==> src/rtl/spi_nor_pkg.sv <==
package spi_nor_pkg;

  typedef enum logic [2:0] {
    OP_PROBE = 3'd0,
    OP_READ  = 3'd1,
    OP_PROG  = 3'd2,
    OP_ERASE = 3'd3,
    OP_WRDI  = 3'd4
  } host_op_e;

  typedef enum logic [2:0] {
    FR_RDSR, FR_WREN, FR_WRDI, FR_WRSR, FR_ERASE, FR_PROG, FR_READ, FR_ID
  } frame_e;

  localparam logic [7:0] CMD_WREN  = 8'h06;
  localparam logic [7:0] CMD_WRDI  = 8'h04;
  localparam logic [7:0] CMD_RDSR  = 8'h05;
  localparam logic [7:0] CMD_WRSR  = 8'h01;
  localparam logic [7:0] CMD_ERASE = 8'h20;
  localparam logic [7:0] CMD_READ  = 8'h03;
  localparam logic [7:0] CMD_PROG  = 8'h02;
  localparam logic [7:0] CMD_ID    = 8'h90;

  function automatic logic [7:0] frame_opcode(frame_e k);
    case (k)
      FR_RDSR:  return CMD_RDSR;
      FR_WREN:  return CMD_WREN;
      FR_WRDI:  return CMD_WRDI;
      FR_WRSR:  return CMD_WRSR;
      FR_ERASE: return CMD_ERASE;
      FR_PROG:  return CMD_PROG;
      FR_READ:  return CMD_READ;
      default:  return CMD_ID;
    endcase
  endfunction

  // bytes driven by the master before any receive phase
  function automatic logic [2:0] frame_hdr(frame_e k);
    case (k)
      FR_WRSR:  return 3'd2;
      FR_ERASE: return 3'd4;
      FR_PROG:  return 3'd5;
      FR_READ:  return 3'd4;
      FR_ID:    return 3'd4;
      default:  return 3'd1;
    endcase
  endfunction

endpackage

==> src/rtl/spi_nor_shifter.sv <==
module spi_nor_shifter #(
  parameter int DIV = 2
) (
  input  logic       clk_i,
  input  logic       rst_ni,
  input  logic       start_i,
  input  logic [7:0] tx_i,
  output logic       done_o,
  output logic [7:0] rx_o,
  output logic       sck_o,
  output logic       mosi_o,
  input  logic       miso_i
);
  localparam int DW = (DIV > 1) ? $clog2(DIV) : 1;
  localparam logic [DW-1:0] DIV_LAST = DW'(DIV - 1);

  logic [DW-1:0] div_q;
  logic [2:0]    bit_q;
  logic          busy_q, sck_q, done_q;
  logic [7:0]    tx_q, rx_q;

  always_ff @(posedge clk_i or negedge rst_ni) begin
    if (!rst_ni) begin
      div_q  <= '0;
      bit_q  <= '0;
      busy_q <= 1'b0;
      sck_q  <= 1'b0;
      done_q <= 1'b0;
      tx_q   <= 8'hFF;
      rx_q   <= '0;
    end else begin
      done_q <= 1'b0;
      if (start_i && !busy_q) begin
        tx_q   <= tx_i;
        busy_q <= 1'b1;
        sck_q  <= 1'b0;
        div_q  <= '0;
        bit_q  <= 3'd7;
      end else if (busy_q) begin
        if (div_q == DIV_LAST) begin
          div_q <= '0;
          if (!sck_q) begin
            sck_q <= 1'b1;
            rx_q  <= {rx_q[6:0], miso_i};
          end else begin
            sck_q <= 1'b0;
            if (bit_q == 3'd0) begin
              busy_q <= 1'b0;
              done_q <= 1'b1;
            end else begin
              bit_q <= bit_q - 3'd1;
              tx_q  <= {tx_q[6:0], 1'b1};
            end
          end
        end else begin
          div_q <= div_q + DW'(1);
        end
      end
    end
  end

  assign done_o = done_q;
  assign rx_o   = rx_q;
  assign sck_o  = sck_q;
  assign mosi_o = tx_q[7];

endmodule

==> src/rtl/spi_nor_frame.sv <==
module spi_nor_frame
  import spi_nor_pkg::*;
#(
  parameter int LEN_W  = 16,
  parameter int DIV    = 2,
  parameter int CS_GAP = 2
) (
  input  logic             clk_i,
  input  logic             rst_ni,
  input  logic             start_i,
  input  frame_e           kind_i,
  input  logic [23:0]      addr_i,
  input  logic [LEN_W-1:0] rd_len_i,
  input  logic [7:0]       wr_byte_i,
  output logic             done_o,
  output logic             rx_vld_o,
  output logic [7:0]       rx_o,
  output logic             sck_o,
  output logic             mosi_o,
  input  logic             miso_i,
  output logic             cs_no
);
  localparam int IDX_W = LEN_W + 1;
  localparam int GW    = $clog2(CS_GAP + 1);
  localparam logic [GW-1:0] GAP_LAST = GW'(CS_GAP - 1);

  typedef enum logic [1:0] {F_IDLE, F_SEND, F_WAIT, F_GAP} fst_e;

  fst_e             st_q;
  frame_e           kind_q;
  logic [23:0]      addr_q;
  logic [IDX_W-1:0] idx_q, hdr_q, tot_q, rd_cnt;
  logic [GW-1:0]    gap_q;
  logic             cs_n_q, sh_start_q, done_q, rx_vld_q, sh_done;
  logic [7:0]       tx_byte;

  always_comb begin
    case (kind_i)
      FR_RDSR: rd_cnt = IDX_W'(1);
      FR_ID:   rd_cnt = IDX_W'(2);
      FR_READ: rd_cnt = IDX_W'(rd_len_i);
      default: rd_cnt = '0;
    endcase
  end

  always_comb begin
    tx_byte = 8'hFF;
    if (idx_q == '0)                 tx_byte = frame_opcode(kind_q);
    else if (idx_q < hdr_q) begin
      if (kind_q == FR_WRSR)          tx_byte = 8'h00;
      else if (idx_q == IDX_W'(1))    tx_byte = addr_q[23:16];
      else if (idx_q == IDX_W'(2))    tx_byte = addr_q[15:8];
      else if (idx_q == IDX_W'(3))    tx_byte = addr_q[7:0];
      else                            tx_byte = wr_byte_i;
    end
  end

  always_ff @(posedge clk_i or negedge rst_ni) begin
    if (!rst_ni) begin
      st_q       <= F_IDLE;
      kind_q     <= FR_RDSR;
      addr_q     <= '0;
      idx_q      <= '0;
      hdr_q      <= '0;
      tot_q      <= '0;
      gap_q      <= '0;
      cs_n_q     <= 1'b1;
      sh_start_q <= 1'b0;
      done_q     <= 1'b0;
      rx_vld_q   <= 1'b0;
    end else begin
      sh_start_q <= 1'b0;
      done_q     <= 1'b0;
      rx_vld_q   <= 1'b0;
      case (st_q)
        F_IDLE: if (start_i) begin
          kind_q <= kind_i;
          addr_q <= addr_i;
          hdr_q  <= IDX_W'(frame_hdr(kind_i));
          tot_q  <= IDX_W'(frame_hdr(kind_i)) + rd_cnt;
          idx_q  <= '0;
          cs_n_q <= 1'b0;
          st_q   <= F_SEND;
        end
        F_SEND: begin
          sh_start_q <= 1'b1;
          st_q       <= F_WAIT;
        end
        F_WAIT: if (sh_done) begin
          if (idx_q >= hdr_q) rx_vld_q <= 1'b1;
          if (idx_q == tot_q - IDX_W'(1)) begin
            cs_n_q <= 1'b1;
            gap_q  <= '0;
            st_q   <= F_GAP;
          end else begin
            idx_q <= idx_q + IDX_W'(1);
            st_q  <= F_SEND;
          end
        end
        default: begin
          if (gap_q == GAP_LAST) begin
            done_q <= 1'b1;
            st_q   <= F_IDLE;
          end else begin
            gap_q <= gap_q + GW'(1);
          end
        end
      endcase
    end
  end

  spi_nor_shifter #(.DIV(DIV)) i_shifter (
    .clk_i   (clk_i),
    .rst_ni  (rst_ni),
    .start_i (sh_start_q),
    .tx_i    (tx_byte),
    .done_o  (sh_done),
    .rx_o    (rx_o),
    .sck_o   (sck_o),
    .mosi_o  (mosi_o),
    .miso_i  (miso_i)
  );

  assign done_o   = done_q;
  assign rx_vld_o = rx_vld_q;
  assign cs_no    = cs_n_q;

endmodule

==> src/rtl/spi_nor_seq.sv <==
module spi_nor_seq
  import spi_nor_pkg::*;
#(
  parameter int LEN_W   = 16,
  parameter int CLK_DIV = 2,
  parameter int CS_GAP  = 2,
  parameter int SECT_W  = 12
) (
  input  logic             clk_i,
  input  logic             rst_ni,
  input  logic             req_valid_i,
  output logic             req_ready_o,
  input  logic [2:0]       req_op_i,
  input  logic [23:0]      req_addr_i,
  input  logic [LEN_W-1:0] req_len_i,
  input  logic [7:0]       wr_data_i,
  output logic             wr_ack_o,
  output logic [7:0]       rd_data_o,
  output logic             rd_valid_o,
  output logic             done_o,
  output logic             err_o,
  output logic [15:0]      id_o,
  output logic             spi_sck_o,
  output logic             spi_mosi_o,
  input  logic             spi_miso_i,
  output logic             spi_cs_no
);
  typedef enum logic [2:0] {
    T_IDLE, T_POLL0, T_WEN, T_WENCHK, T_MAIN, T_POLL1, T_WRSR, T_DONE
  } tst_e;

  tst_e             st_q;
  host_op_e         op_q;
  logic [23:0]      addr_q, fr_addr;
  logic [LEN_W-1:0] len_q;
  logic [1:0]       stat_q;
  logic [15:0]      id_q;
  logic             fr_busy_q, fr_start_q, done_q, err_q, err_pend_q, wr_ack_q;
  logic             fr_done, fr_rx_vld;
  logic [7:0]       fr_rx;
  frame_e           fr_kind;

  always_comb begin
    case (st_q)
      T_WEN:  fr_kind = FR_WREN;
      T_WRSR: fr_kind = FR_WRSR;
      T_MAIN: begin
        case (op_q)
          OP_PROBE: fr_kind = FR_ID;
          OP_READ:  fr_kind = FR_READ;
          OP_PROG:  fr_kind = FR_PROG;
          OP_ERASE: fr_kind = FR_ERASE;
          default:  fr_kind = FR_WRDI;
        endcase
      end
      default: fr_kind = FR_RDSR;
    endcase
  end

  always_comb begin
    if (op_q == OP_PROBE)      fr_addr = '0;
    else if (op_q == OP_ERASE) fr_addr = {addr_q[23:SECT_W], {SECT_W{1'b0}}};
    else                       fr_addr = addr_q;
  end

  always_ff @(posedge clk_i or negedge rst_ni) begin
    if (!rst_ni) begin
      st_q       <= T_IDLE;
      op_q       <= OP_WRDI;
      addr_q     <= '0;
      len_q      <= '0;
      stat_q     <= '0;
      id_q       <= '0;
      fr_busy_q  <= 1'b0;
      fr_start_q <= 1'b0;
      done_q     <= 1'b0;
      err_q      <= 1'b0;
      err_pend_q <= 1'b0;
      wr_ack_q   <= 1'b0;
    end else begin
      fr_start_q <= 1'b0;
      done_q     <= 1'b0;
      err_q      <= 1'b0;
      wr_ack_q   <= 1'b0;
      if (fr_rx_vld) begin
        stat_q <= fr_rx[1:0];
        if (st_q == T_MAIN && op_q == OP_PROBE) id_q <= {id_q[7:0], fr_rx};
      end
      case (st_q)
        T_IDLE: if (req_valid_i) begin
          op_q   <= host_op_e'(req_op_i);
          addr_q <= req_addr_i;
          len_q  <= req_len_i;
          case (req_op_i)
            3'd0, 3'd1, 3'd3: st_q <= T_POLL0;
            3'd2: begin
              if (req_len_i == '0) begin
                err_pend_q <= 1'b1;
                st_q       <= T_DONE;
              end else begin
                st_q <= T_POLL0;
              end
            end
            3'd4: st_q <= T_MAIN;
            default: begin
              err_pend_q <= 1'b1;
              st_q       <= T_DONE;
            end
          endcase
        end
        T_DONE: begin
          done_q     <= 1'b1;
          err_q      <= err_pend_q;
          err_pend_q <= 1'b0;
          st_q       <= T_IDLE;
        end
        default: begin
          if (!fr_busy_q) begin
            fr_start_q <= 1'b1;
            fr_busy_q  <= 1'b1;
          end else if (fr_done) begin
            fr_busy_q <= 1'b0;
            case (st_q)
              T_POLL0: if (!stat_q[0])
                st_q <= (op_q == OP_PROBE || op_q == OP_READ) ? T_MAIN : T_WEN;
              T_WEN: st_q <= T_WENCHK;
              T_WENCHK: if (stat_q[1])
                st_q <= (op_q == OP_PROBE) ? T_WRSR : T_MAIN;
              else
                st_q <= T_WEN;
              T_MAIN: begin
                if (op_q == OP_PROG) begin
                  wr_ack_q <= 1'b1;
                  addr_q   <= addr_q + 24'd1;
                  len_q    <= len_q - LEN_W'(1);
                end
                st_q <= (op_q == OP_READ || op_q == OP_WRDI) ? T_DONE : T_POLL1;
              end
              T_POLL1: if (!stat_q[0]) begin
                if (op_q == OP_PROBE) st_q <= T_WEN;
                else if (op_q == OP_PROG && len_q != '0) st_q <= T_WEN;
                else st_q <= T_DONE;
              end
              default: st_q <= T_DONE;
            endcase
          end
        end
      endcase
    end
  end

  spi_nor_frame #(.LEN_W(LEN_W), .DIV(CLK_DIV), .CS_GAP(CS_GAP)) i_frame (
    .clk_i     (clk_i),
    .rst_ni    (rst_ni),
    .start_i   (fr_start_q),
    .kind_i    (fr_kind),
    .addr_i    (fr_addr),
    .rd_len_i  (len_q),
    .wr_byte_i (wr_data_i),
    .done_o    (fr_done),
    .rx_vld_o  (fr_rx_vld),
    .rx_o      (fr_rx),
    .sck_o     (spi_sck_o),
    .mosi_o    (spi_mosi_o),
    .miso_i    (spi_miso_i),
    .cs_no     (spi_cs_no)
  );

  assign req_ready_o = (st_q == T_IDLE);
  assign rd_valid_o  = fr_rx_vld && st_q == T_MAIN && op_q == OP_READ;
  assign rd_data_o   = fr_rx;
  assign wr_ack_o    = wr_ack_q;
  assign done_o      = done_q;
  assign err_o       = err_q;
  assign id_o        = id_q;

endmodule

==> config.mk <==
export PLATFORM = sky130hd
export DESIGN_NAME = spi_nor_seq
export DESIGN_NICKNAME = d
export VERILOG_FILES = /design/src/rtl/spi_nor_pkg.sv /design/src/rtl/spi_nor_shifter.sv /design/src/rtl/spi_nor_frame.sv /design/src/rtl/spi_nor_seq.sv
export SDC_FILE = /design/constraint.sdc
export NUM_CORES = 1
export LEC_CHECK = 0
export CORE_MARGIN = 2
export CORE_UTILIZATION = 61
export DETAILED_ROUTE_END_ITERATION = 8
export PLACE_DENSITY = 0.83
export SETUP_SLACK_MARGIN = 0.05
export SYNTH_ARGS = -nofsm -noshare
export SYNTH_HDL_FRONTEND = slang
export SYNTH_SLANG_ARGS = --single-unit
==> constraint.sdc <==
create_clock -name clk_i -period 5.7 [get_ports clk_i]
set_input_delay 1.14 -clock clk_i [delete_from_list [all_inputs] [get_ports clk_i]]
set_output_delay 1.14 -clock clk_i [all_outputs]
set_load 0.05 [all_outputs]
==> summary.md, run 1 <==
| Metric | Value |
|---|---|
| Tot Pwr | `2.56 mW` |
| Total negative slack | `0 ns` |
| Htree depth | `4` |
| Vias in the first global route | `7,841` |
| Synthesized Nets | `1,153` |
| HP Class | `flip-flop to flip-flop` |
| Final hold vios | `0` |
| Core ar. | `0.0153 mm2` |
| Fmax | `about 230 MHz` |
| Reg-to-Reg End | `addr_q[19]` |
| Top cell family by delay on the critical path | `buffers and inverters` |
| Slew at the pin with the worst max-slew slack | `around 1.1 ns` |
| Routed via count | `8,473` |
| Ports | `between 80 and 90` |
| Status | `finished, final reports clean` |
| Hold Path Stages | `1` |
| Most frequent cell after synthesis | `dfrtp_1` |
| Post-synth EDFFs | `0` |
| Wirelength, routed | `between 20,000 and 25,000 um` |
| Cell accounting for the most synthesized area | `dfrtp_1` |
| Pre-Repair DR Iteration Count | `7` |
| Reg-to-Reg Start | `st_q[1]` |
| Sequential fraction of the synthesis area | `between 40 and 50%` |
| Avg Inst Size Synth | `8.83 um2` |
| First-pass GRT wire length | `39,400 um` |
| Synth warnings | `0` |
| CP Cell Sequence | `or3_2 -> clkinv_1 -> buf_4 -> clkdlybuf4s50_1` |
| CP Capture Type | `primary output` |
| Routability Congestion | `just under 0.9` |
| Max-cap violations | `0` |
| Chip height | `129 um` |
| Post-DP HPWL | `approximately 16,000 um` |
| CTS root buf | `clkbuf_16` |
| CP max-delay cell | `or3_2` |
| CTS tree | `yes` |
| Die footprint | `0.0167 mm2` |
| Peak VDD IR | `between 0.2 and 0.25 mV` |
| FFs w/ async S/R, synth | `100%` |
| Clock buffer depth | `2` |
| Cts repair resizes | `0` |
| DRC viols | `0` |
| Site Rows | `45` |
| Slowest stage delay, CP | `0.97 ns` |
| Finished Layout Cells | `1,348` |
| Initial core utilization | `between 60 and 70%` |
| Unrepaired setup endpoints after global routing | `false` |
| Main area contributors after synthesis | `dfrtp_1, o21ai_0, nand2_1` |
| Final Max Slew Viols | `0` |
| Hold-fix buffers, CTS | `0` |
| Initial antenna violation count | `0` |
| Most used flip-flop cell after synthesis | `dfrtp_1` |
| Layout cells sized above 1 | `just over 10%` |
| Gr usage total | `29.7%` |
| # diodes | `0` |
| CTS Buf Count | `17` |
| Crit path max fanout | `64` |
| Routed WL per cell | `approximately 18 um` |
| Pin count of the biggest net entering global routing | `69` |
| Power Density | `about 230 mW/mm2` |
| Mapped Cells | `1,081` |
| Cell Area, Synth | `0.00955 mm2` |
| Post-route ant nets | `0` |
| Leakage | `4.64 nW` |
| Crit Path Class | `flip-flop to primary output` |
| Relative slew slack | `28.5%` |
| Clock-pin slew on the worst setup and hold paths | `0.07 ns` |
| NumNets Final | `1,196` |
| Distinct cell type count after synthesis | `77` |
| Dpl cells | `1,316` |
| 1st-iter DRT viols | `roughly 800` |
| Buffers added on ports | `86` |
| Worst Path Required | `4.56 ns` |
| WHS Endpoint | `id_o[8]` |
| Buf/Inv on CP | `3` |
| Clock Sinks | `~170` |
| Post-CTS Setup Inserts | `0` |
| Top cells by count, synth | `dfrtp_1, nand2_1, nor2_1, o21ai_0, a21oi_1` |
| Layout Area Growth over Synthesis | `16.4%` |
| Vias per cell | `approximately 6.3` |
| Crit start category | `flip-flop` |
| Filler Cell Count | `approximately 1.1k` |
| Worst Reg-to-Reg Cells | `9` |
| Crit path DAT | `3.22 ns` |
| Endpoints failing setup | `0` |
| Min Tclk post-route | `4.36 ns` |
| Launch point of the worst hold path | `id_o[8]` |
| Skew final | `between 0.01 and 0.015 ns` |
| #FFs+latches synth | `165` |
| Worst R2R Setup Slack | `a little under 2 ns` |
| Fin crit share | `roughly three quarters` |
| Die Wd | `approximately 130 um` |
| Total grt overflow | `0` |
| Worst-Skew Late Latency | `0.44 ns` |
| Post-synth top area share | `40.6%` |
==> worst max-delay path by stage <==
stage          startpoint           endpoint  slack, ns  cells past startpoint
2_1_floorplan     st_q[1]  i_frame.tot_q[14]       2.52                     12
3_3_place_gp      st_q[1]        req_ready_o       1.88                      4
3_5_place_dp      st_q[1]        req_ready_o       1.84                      4
4_1_cts           st_q[1]        req_ready_o       1.35                      4
5_1_grt           st_q[0]        req_ready_o       1.16                      4
6_report          st_q[1]        req_ready_o       1.34                      4
==> kinds of logic (layout without fill, tap and decap cells) <==
logic type      after synthesis  count (layout)  synth area share [%]
simple gates                410             410                  21.5
compound gates              314             314                  20.7
flops                       165             165                  43.4
buf+inv                     101             157                  4.49
xor+xnor                     39              39                  3.58
mux                          35              35                  4.06
fa+ha+maj                    17              17                  2.31
==> sequential cells by signal, summed over array words and instances (netlist names), 2 cells and up <==
register	flops
addr_q	24
i_frame.addr_q	24
i_frame.gap_q	2
i_frame.hdr_q	3
i_frame.i_shifter.bit_q	3
i_frame.i_shifter.rx_o	8
i_frame.i_shifter.tx_q	8
i_frame.idx_q	17
i_frame.kind_q	3
i_frame.st_q	2
i_frame.tot_q	17
id_o	16
len_q	16
op_q	3
st_q	3
stat_q	2
==> metrics by stage <==
| stage | util [%] | hold WS [ns] | area, um2 | setup WS, ns |
|---|---|---|---|---|
| finish | 72.8 | 0.506 | 11100 | 1.34 |
| global route | 72.8 | 0.522 | 11100 | 1.16 |
| CTS | 72.8 | 0.512 | 11100 | 1.35 |
| detailed placement | 68.4 | 0.497 | 10400 | 1.84 |
| global placement | 68.4 | 0.488 | 10400 | 1.88 |
| floorplan | - | 0.452 | 9550 | 2.52 |
==> worst reg2reg max path, cell delays in order (launching register included) <==
cell	delay (ns)
dfrtp_1	0.53
or3_2	0.98
clkinv_1	0.19
buf_4	0.29
nand2_1	0.20
nand2b_1	0.72
buf_4	0.39
o21ai_0	0.14
nand2_1	0.08
o21ai_0	0.07
==> power breakdown <==
group	internal (mW)	switching, mW	leakage, nW	total [mW]
logic	0.0421	0.0471	2.13	0.0892
clock network	0.808	0.487	0.325	1.29
registers	1.17	0.00300	2.18	1.18
total	2.02	0.537	4.64	2.56
==> cell usage in the layout, fill, tap and decap left out, drive strengths merged, types with 18 or more instances in the layout <==
cell type	count
a21oi	92
a22o	27
clkbuf	19
clkdlybuf4s50	85
dfrtp	155
inv	31
mux2	30
nand2	120
nand3	42
nor2	98
nor3	34
nor4	18
o21ai	100
xnor2	29
==> cell type report <==
cell class	instances	area, um2	share of cell area [%]
clock buffer	19	453	4.08
sequential	165	4140	37.3
timing repair buffer	97	945	8.50
clock inverter	13	215	1.94
tap	211	264	2.38
inverter	28	105	0.946
multi-input combinational	815	4990	44.9
==> routing by layer <==
| layer | up-vias | wire length (um) | global-route usage (%) |
|---|---|---|---|
| met5 | - | 0 | 0 |
| met4 | 0 | 520 | 9.85 |
| met3 | 43 | 1560 | 6.23 |
| met2 | 338 | 11300 | 47.0 |
| met1 | 4080 | 10300 | 41.3 |
| li1 | 4012 | - | - |
Note: power is estimated with default switching activity, not from simulation.
==> run 2: changes to the inputs <==
CORE_UTILIZATION = 53   (was 61)
PLACE_DENSITY = 0.76   (was 0.83)
clock period = 3.55 ns   (was 5.7 ns; I/O delays follow)
==> run 2 against run 1 <==
Net effect:
- global-route usage shrank 4.9 points
- critical path depth unchanged
- design area rose by 0.29%
- combinational power rose by 63%
- clock power rose by 49%
- die area rose by 15%
- count of clock-buffer cells in the layout is the same
- sequential share of layout area down 0.11 points
- core utilization is 10 points lower
- clock skew rose by 0.0012 ns
- critical endpoint is now rd_valid_o
==> summary.md, run 2 (synthesis gave the netlist of run 1 again) <==
| Metric | Value |
|---|---|
| Status | `finished, final reports clean` |
| Crit start category | `flip-flop` |
| Slew at the pin with the worst max-slew slack | `1.01 ns` |
| Htree depth | `4` |
| Crit path DAT | `2.53 ns` |
| 1st-iter DRT viols | `631` |
| CTS Buf Count | `17` |
| Die footprint | `0.0191 mm2` |
| Cts repair resizes | `0` |
| CP Capture Type | `primary output` |
| Area of the multi-input gates | `around 0.0050 mm2` |
| CTS tree | `yes` |
| Total negative slack | `0 ns` |
| Layout cells sized above 1 | `10.9%` |
| Dpl cells | `1,342` |
| Routed WL per cell | `roughly 17 um` |
| Routed wl met3 | `1100 um` |
| Chip height | `around 140 um` |
| Leakage | `~4.7 nW` |
| Clock Sinks | `165` |
| Worst-Skew Late Latency | `0.44 ns` |
| Clock-pin slew on the worst setup and hold paths | `0.08 ns` |
| Post-CTS Setup Inserts | `0` |
| Most frequent cells in the layout | `dfrtp_1, nand2_1, nor2_1, o21ai_0, a21oi_1` |
| Wirelength, routed | `23,400 um` |
| Buffers added on ports | `86` |
| WL met2 | `11,000 um` |
| Crit path max fanout | `4` |
| Top flop regs | `addr_q (24), i_frame.addr_q (24)` |
| DRC viols | `0` |
| Initial antenna violation count | `0` |
| Post-Place Cell Area | `0.0105 mm2` |
| Hold-fix buffers, CTS | `0` |
| Routed via count | `around 8.2k` |
| Vias per cell | `6.00` |
| Pre-Repair DR Iteration Count | `5` |
| Final Core Density | `62.5%` |
| Gr usage total | `24.9%` |
| Commonest non-fill, non-tap cell in the layout | `dfrtp_1` |
| Relative slew slack | `32.8%` |
| Initial core utilization | `53.5%` |
| Site Rows | `49` |
| Unrepaired setup endpoints after global routing | `false` |
| HP Class | `input pin to asynchronous set/reset pin` |
| Layout Area Growth over Synthesis | `16.7%` |
| Filler Cell Count | `1,454` |
| Post-route ant nets | `0` |
| Ports | `87` |
| Final hold vios | `0` |
| Finished Layout Cells | `around 1.4k` |
| Max-cap violations | `0` |
| Met1 wire length | `10,800 um` |
| Final instance area | `roughly 0.011 mm2` |
| Routability Congestion | `0.860` |
| Final Max Slew Viols | `0` |
| Pin count of the biggest net entering global routing | `76` |
| Min Tclk post-route | `between 3 and 4 ns` |
| Crit Path Class | `flip-flop to primary output` |
| NumNets Final | `1,204` |
| Post-route setup slack | `about 0.31 ns` |
| Hold Slack | `0.294 ns` |
| Fin crit share | `91.2%` |
| Vias in the first global route | `7,622` |
| Skew final | `0.0122 ns` |
| Peak VDD IR | `0.345 mV` |
| Power Density | `355 mW/mm2` |
| Endpoints failing setup | `0` |
| Pre-CTS WS | `0.448 ns` |
| # diodes | `0` |
| Fmax | `309 MHz` |
| Max layer used | `met4` |
| Core ar. | `0.0178 mm2` |
| Total grt overflow | `0` |
| Tot Pwr | `3.95 mW` |
| Sequential Area | `slightly above 0.004 mm2` |
| Post-DP HPWL | `16,300 um` |
| Die Wd | `138 um` |
| Worst Path Required | `2.84 ns` |
| Clock buffer depth | `2` |
| CTS root buf | `clkbuf_16` |
| First-pass GRT wire length | `39,200 um` |
## run 2: path summary, 6_finish.rpt
path | startpoint | endpoint | slack, ns | depth (start not counted)
min reg2reg | i_frame.hdr_q[0] | i_frame.hdr_q[0] | 0.50 | 2
min | rst_ni | id_o[14] | 0.29 | 1
min in group clk_i | i_frame.hdr_q[0] | i_frame.hdr_q[0] | 0.50 | 2
max | st_q[1] | rd_valid_o | 0.31 | 4
max in group asynchronous | rst_ni | i_frame.i_shifter.tx_q[2] | 2.38 | 2
max reg2reg | i_frame.tot_q[0] | i_frame.idx_q[16] | 0.41 | 11
## run 2: worst max-delay path, stage by stage (launching register included)
cell and delay [ns]:
dfrtp_1 0.38, or3b_1 0.46, nor2_1 0.26, and3_1 0.20, clkdlybuf4s50_1 0.80
## run 2: routing by layer
metal  global-route usage, %  up-vias
li1                        -     4023
met1                    35.5     3940
met2                    38.9      253
met3                    4.36       32
met4                    7.79        0
met5                       0        -
## run 2: cell type report
class                           instances  area share [%]
Clock buffer                           19            3.97
Multi-Input combinational cell        815            44.8
Sequential cell                       165            37.2
Tap cell                              229            2.57
Inverter                               28           0.943
Timing Repair Buffer                  105            9.11
Clock inverter                         13            1.48
## run 2: power breakdown
part | internal (mW) | leakage, nW | switching [mW]
Combinational | 0.0691 | 2.18 | 0.0757
Sequential | 1.88 | 2.18 | 0.00487
Clock | 1.08 | 0.296 | 0.837
Total | 3.04 | 4.65 | 0.917
==> run 3: changes to the inputs <==
CELL_PAD_IN_SITES_DETAIL_PLACEMENT = 0   (was default)
CELL_PAD_IN_SITES_GLOBAL_PLACEMENT = 1   (was default)
CORE_UTILIZATION = 40   (was 53)
PLACE_DENSITY = 0.75   (was 0.76)
SETUP_SLACK_MARGIN = 0.5   (was 0.05)
==> run 3 against run 2 <==
Net effect:
- via count is 0.81% lower
- design area increased by 2.6%
- largest power group is now registers
- largest cell class unchanged
- core utilization is 14 points lower
- non-clock buffer count grew 14
- first-iteration DRC count down 14%
==> summary.md, run 3 (synthesis gave the netlist of run 1 again) <==
| Metric | Value |
|---|---|
| Chip height | `159 um` |
| 1st-iter DRT viols | `540` |
| Initial core utilization | `slightly above 40%` |
| CTS tree | `yes` |
| DRC viols | `0` |
| Final Max Slew Viols | `0` |
| Area of the multi-input gates | `just over 0.005 mm2` |
| Most frequent cells in the layout | `dfrtp_1, nand2_1, nor2_1, o21ai_0, a21oi_1` |
| Routed via count | `approximately 8k` |
| GRT met3 Usage | `between 2 and 3%` |
| Clock buffer depth | `2` |
| Sequential Area | `0.00415 mm2` |
| Hold-fix buffers, CTS | `0` |
| First-pass GRT wire length | `41,700 um` |
| Worst Path Required | `approximately 2.8 ns` |
| Peak VDD IR | `0.363 mV` |
| Final hold vios | `0` |
| Endpoints failing setup | `0` |
| CTS Buf Count | `17` |
| Post-DP HPWL | `17,800 um` |
| Site Rows | `56` |
| Buffers added on ports | `86` |
| CP max-delay cell | `dlygate4sd2_1` |
| Worst R2R Setup Slack | `0.62 ns` |
| Met2 usage | `33.0%` |
| Crit Path Class | `flip-flop to primary output` |
| Top flop regs | `addr_q (24), i_frame.addr_q (24)` |
| Max-cap violations | `0` |
| CP Capture Type | `primary output` |
| Reg-to-Reg End | `i_frame.idx_q[12]` |
| Die Wd | `159 um` |
| Routed WL per cell | `17.1 um` |
| Worst-Skew Late Latency | `0.44 ns` |
| Status | `finished, final reports clean` |
| Die footprint | `0.0251 mm2` |
| Commonest non-fill, non-tap cell in the layout | `dfrtp_1` |
| Wirelength, routed | `roughly 25,000 um` |
| Ports | `87` |
| Crit path DAT | `roughly 2.2 ns` |
| Gr usage total | `21.0%` |
| Relative slew slack | `around a third` |
| Fmax | `340 MHz` |
| Clock Sinks | `between 150 and 200` |
| Worst Reg-to-Reg Cells | `11` |
| Tot Pwr | `3.86 mW` |
| Crit path max fanout | `4` |
| Pre-Repair DR Iteration Count | `5` |
| Post-route ant nets | `0` |
| CP Cell Sequence | `or3b_4 -> nor2_1 -> and3_1 -> dlygate4sd2_1` |
| Slew at the pin with the worst max-slew slack | `approximately 1.0 ns` |
| Crit start category | `flip-flop` |
| Filler Cell Count | `2,273` |
| Initial antenna violation count | `0` |
| Htree depth | `4` |
| Unrepaired setup endpoints after global routing | `false` |
| Clock-pin slew on the worst setup and hold paths | `0.07 ns` |
| Vias per cell | `5.54` |
| Total negative slack | `0 ns` |
| Pin count of the biggest net entering global routing | `65` |
| Vias in the first global route | `7,817` |
| # diodes | `0` |
| HP Class | `input pin to asynchronous set/reset pin` |
| Power Density | `about 340 mW/mm2` |
| Layout Area Growth over Synthesis | `19.7%` |
| Slowest stage delay, CP | `0.54 ns` |
| GR Layer Usage met1 | `30.4%` |
| Min Tclk post-route | `2.94 ns` |
| Core ar. | `0.0235 mm2` |
| NumNets Final | `roughly 1.2k` |
| Gr busiest metal | `met2` |
| Layout cells sized above 1 | `13.4%` |
| Skew final | `0.0107 ns` |
| Reg-to-Reg Start | `i_frame.tot_q[0]` |
| Total grt overflow | `0` |
| CTS root buf | `clkbuf_16` |
| Fin crit share | `between 80% and 90%` |
| Leakage | `between 4 and 5 nW` |
| Routability Congestion | `around 0.82` |
## run 3: worst max-delay path by stage
stage | from | endpoint | slack (ns)
2_1_floorplan | st_q[1] | i_frame.tot_q[14] | 0.50
3_3_place_gp | i_frame.tot_q[0] | i_frame.idx_q[15] | 0.48
3_5_place_dp | i_frame.tot_q[0] | i_frame.idx_q[12] | 0.43
4_1_cts | i_frame.tot_q[0] | i_frame.idx_q[16] | 0.50
5_1_grt | i_frame.tot_q[1] | i_frame.idx_q[14] | 0.48
6_report | st_q[1] | rd_valid_o | 0.61
## run 3: report_power, final
| part | switching [mW] | internal [mW] |
|---|---|---|
| Combinational | 0.0783 | 0.0705 |
| Clock | 0.874 | 0.952 |
| Sequential | 0.00486 | 1.88 |
| Total | 0.957 | 2.91 |
## run 3: worst max-delay path: cells and delay by family, from the launching register on
family                 cells  cell delay (ns)
and+or+nand+nor            3             0.88
buffers and inverters      1             0.54
DFF                        1             0.39
## run 3: timing repair
action	in CTS	in global routing
endpoints found under the setup margin	20	25
gates cloned	2	0
resized for setup	10	13
setup buffers	3	4
pin swaps	1	8
## run 3: per-stage QoR
step                      hold WS (ns)  worst slack, ns  util [%]  cell area, um2  cells
after global placement           0.476            0.482      45.6           10700   1437
after detailed placement         0.480            0.432      45.6           10700   1437
after floorplan                  0.414            0.500         -            9560   1081
after CTS                        0.294            0.496      48.3           11300   1474
final                            0.267            0.605      48.7           11400   1478
after global routing             0.324            0.478      48.7           11400   1478
## run 3: final cells by class
class                   instances  area share, %
clock inverters                14           1.22
well taps                     319           3.49
inverters                      28          0.920
repair buffers                119           9.86
flip-flops and latches        165           36.3
multi-input cells             815           44.4
clock buffers                  18           3.84
## run 3: routing by layer
layer,share of wire (%),vias to the layer above
met5,0,-
met4,1.6,0
met3,2.9,33
met2,46,152
met1,50,3941
li1,-,4055
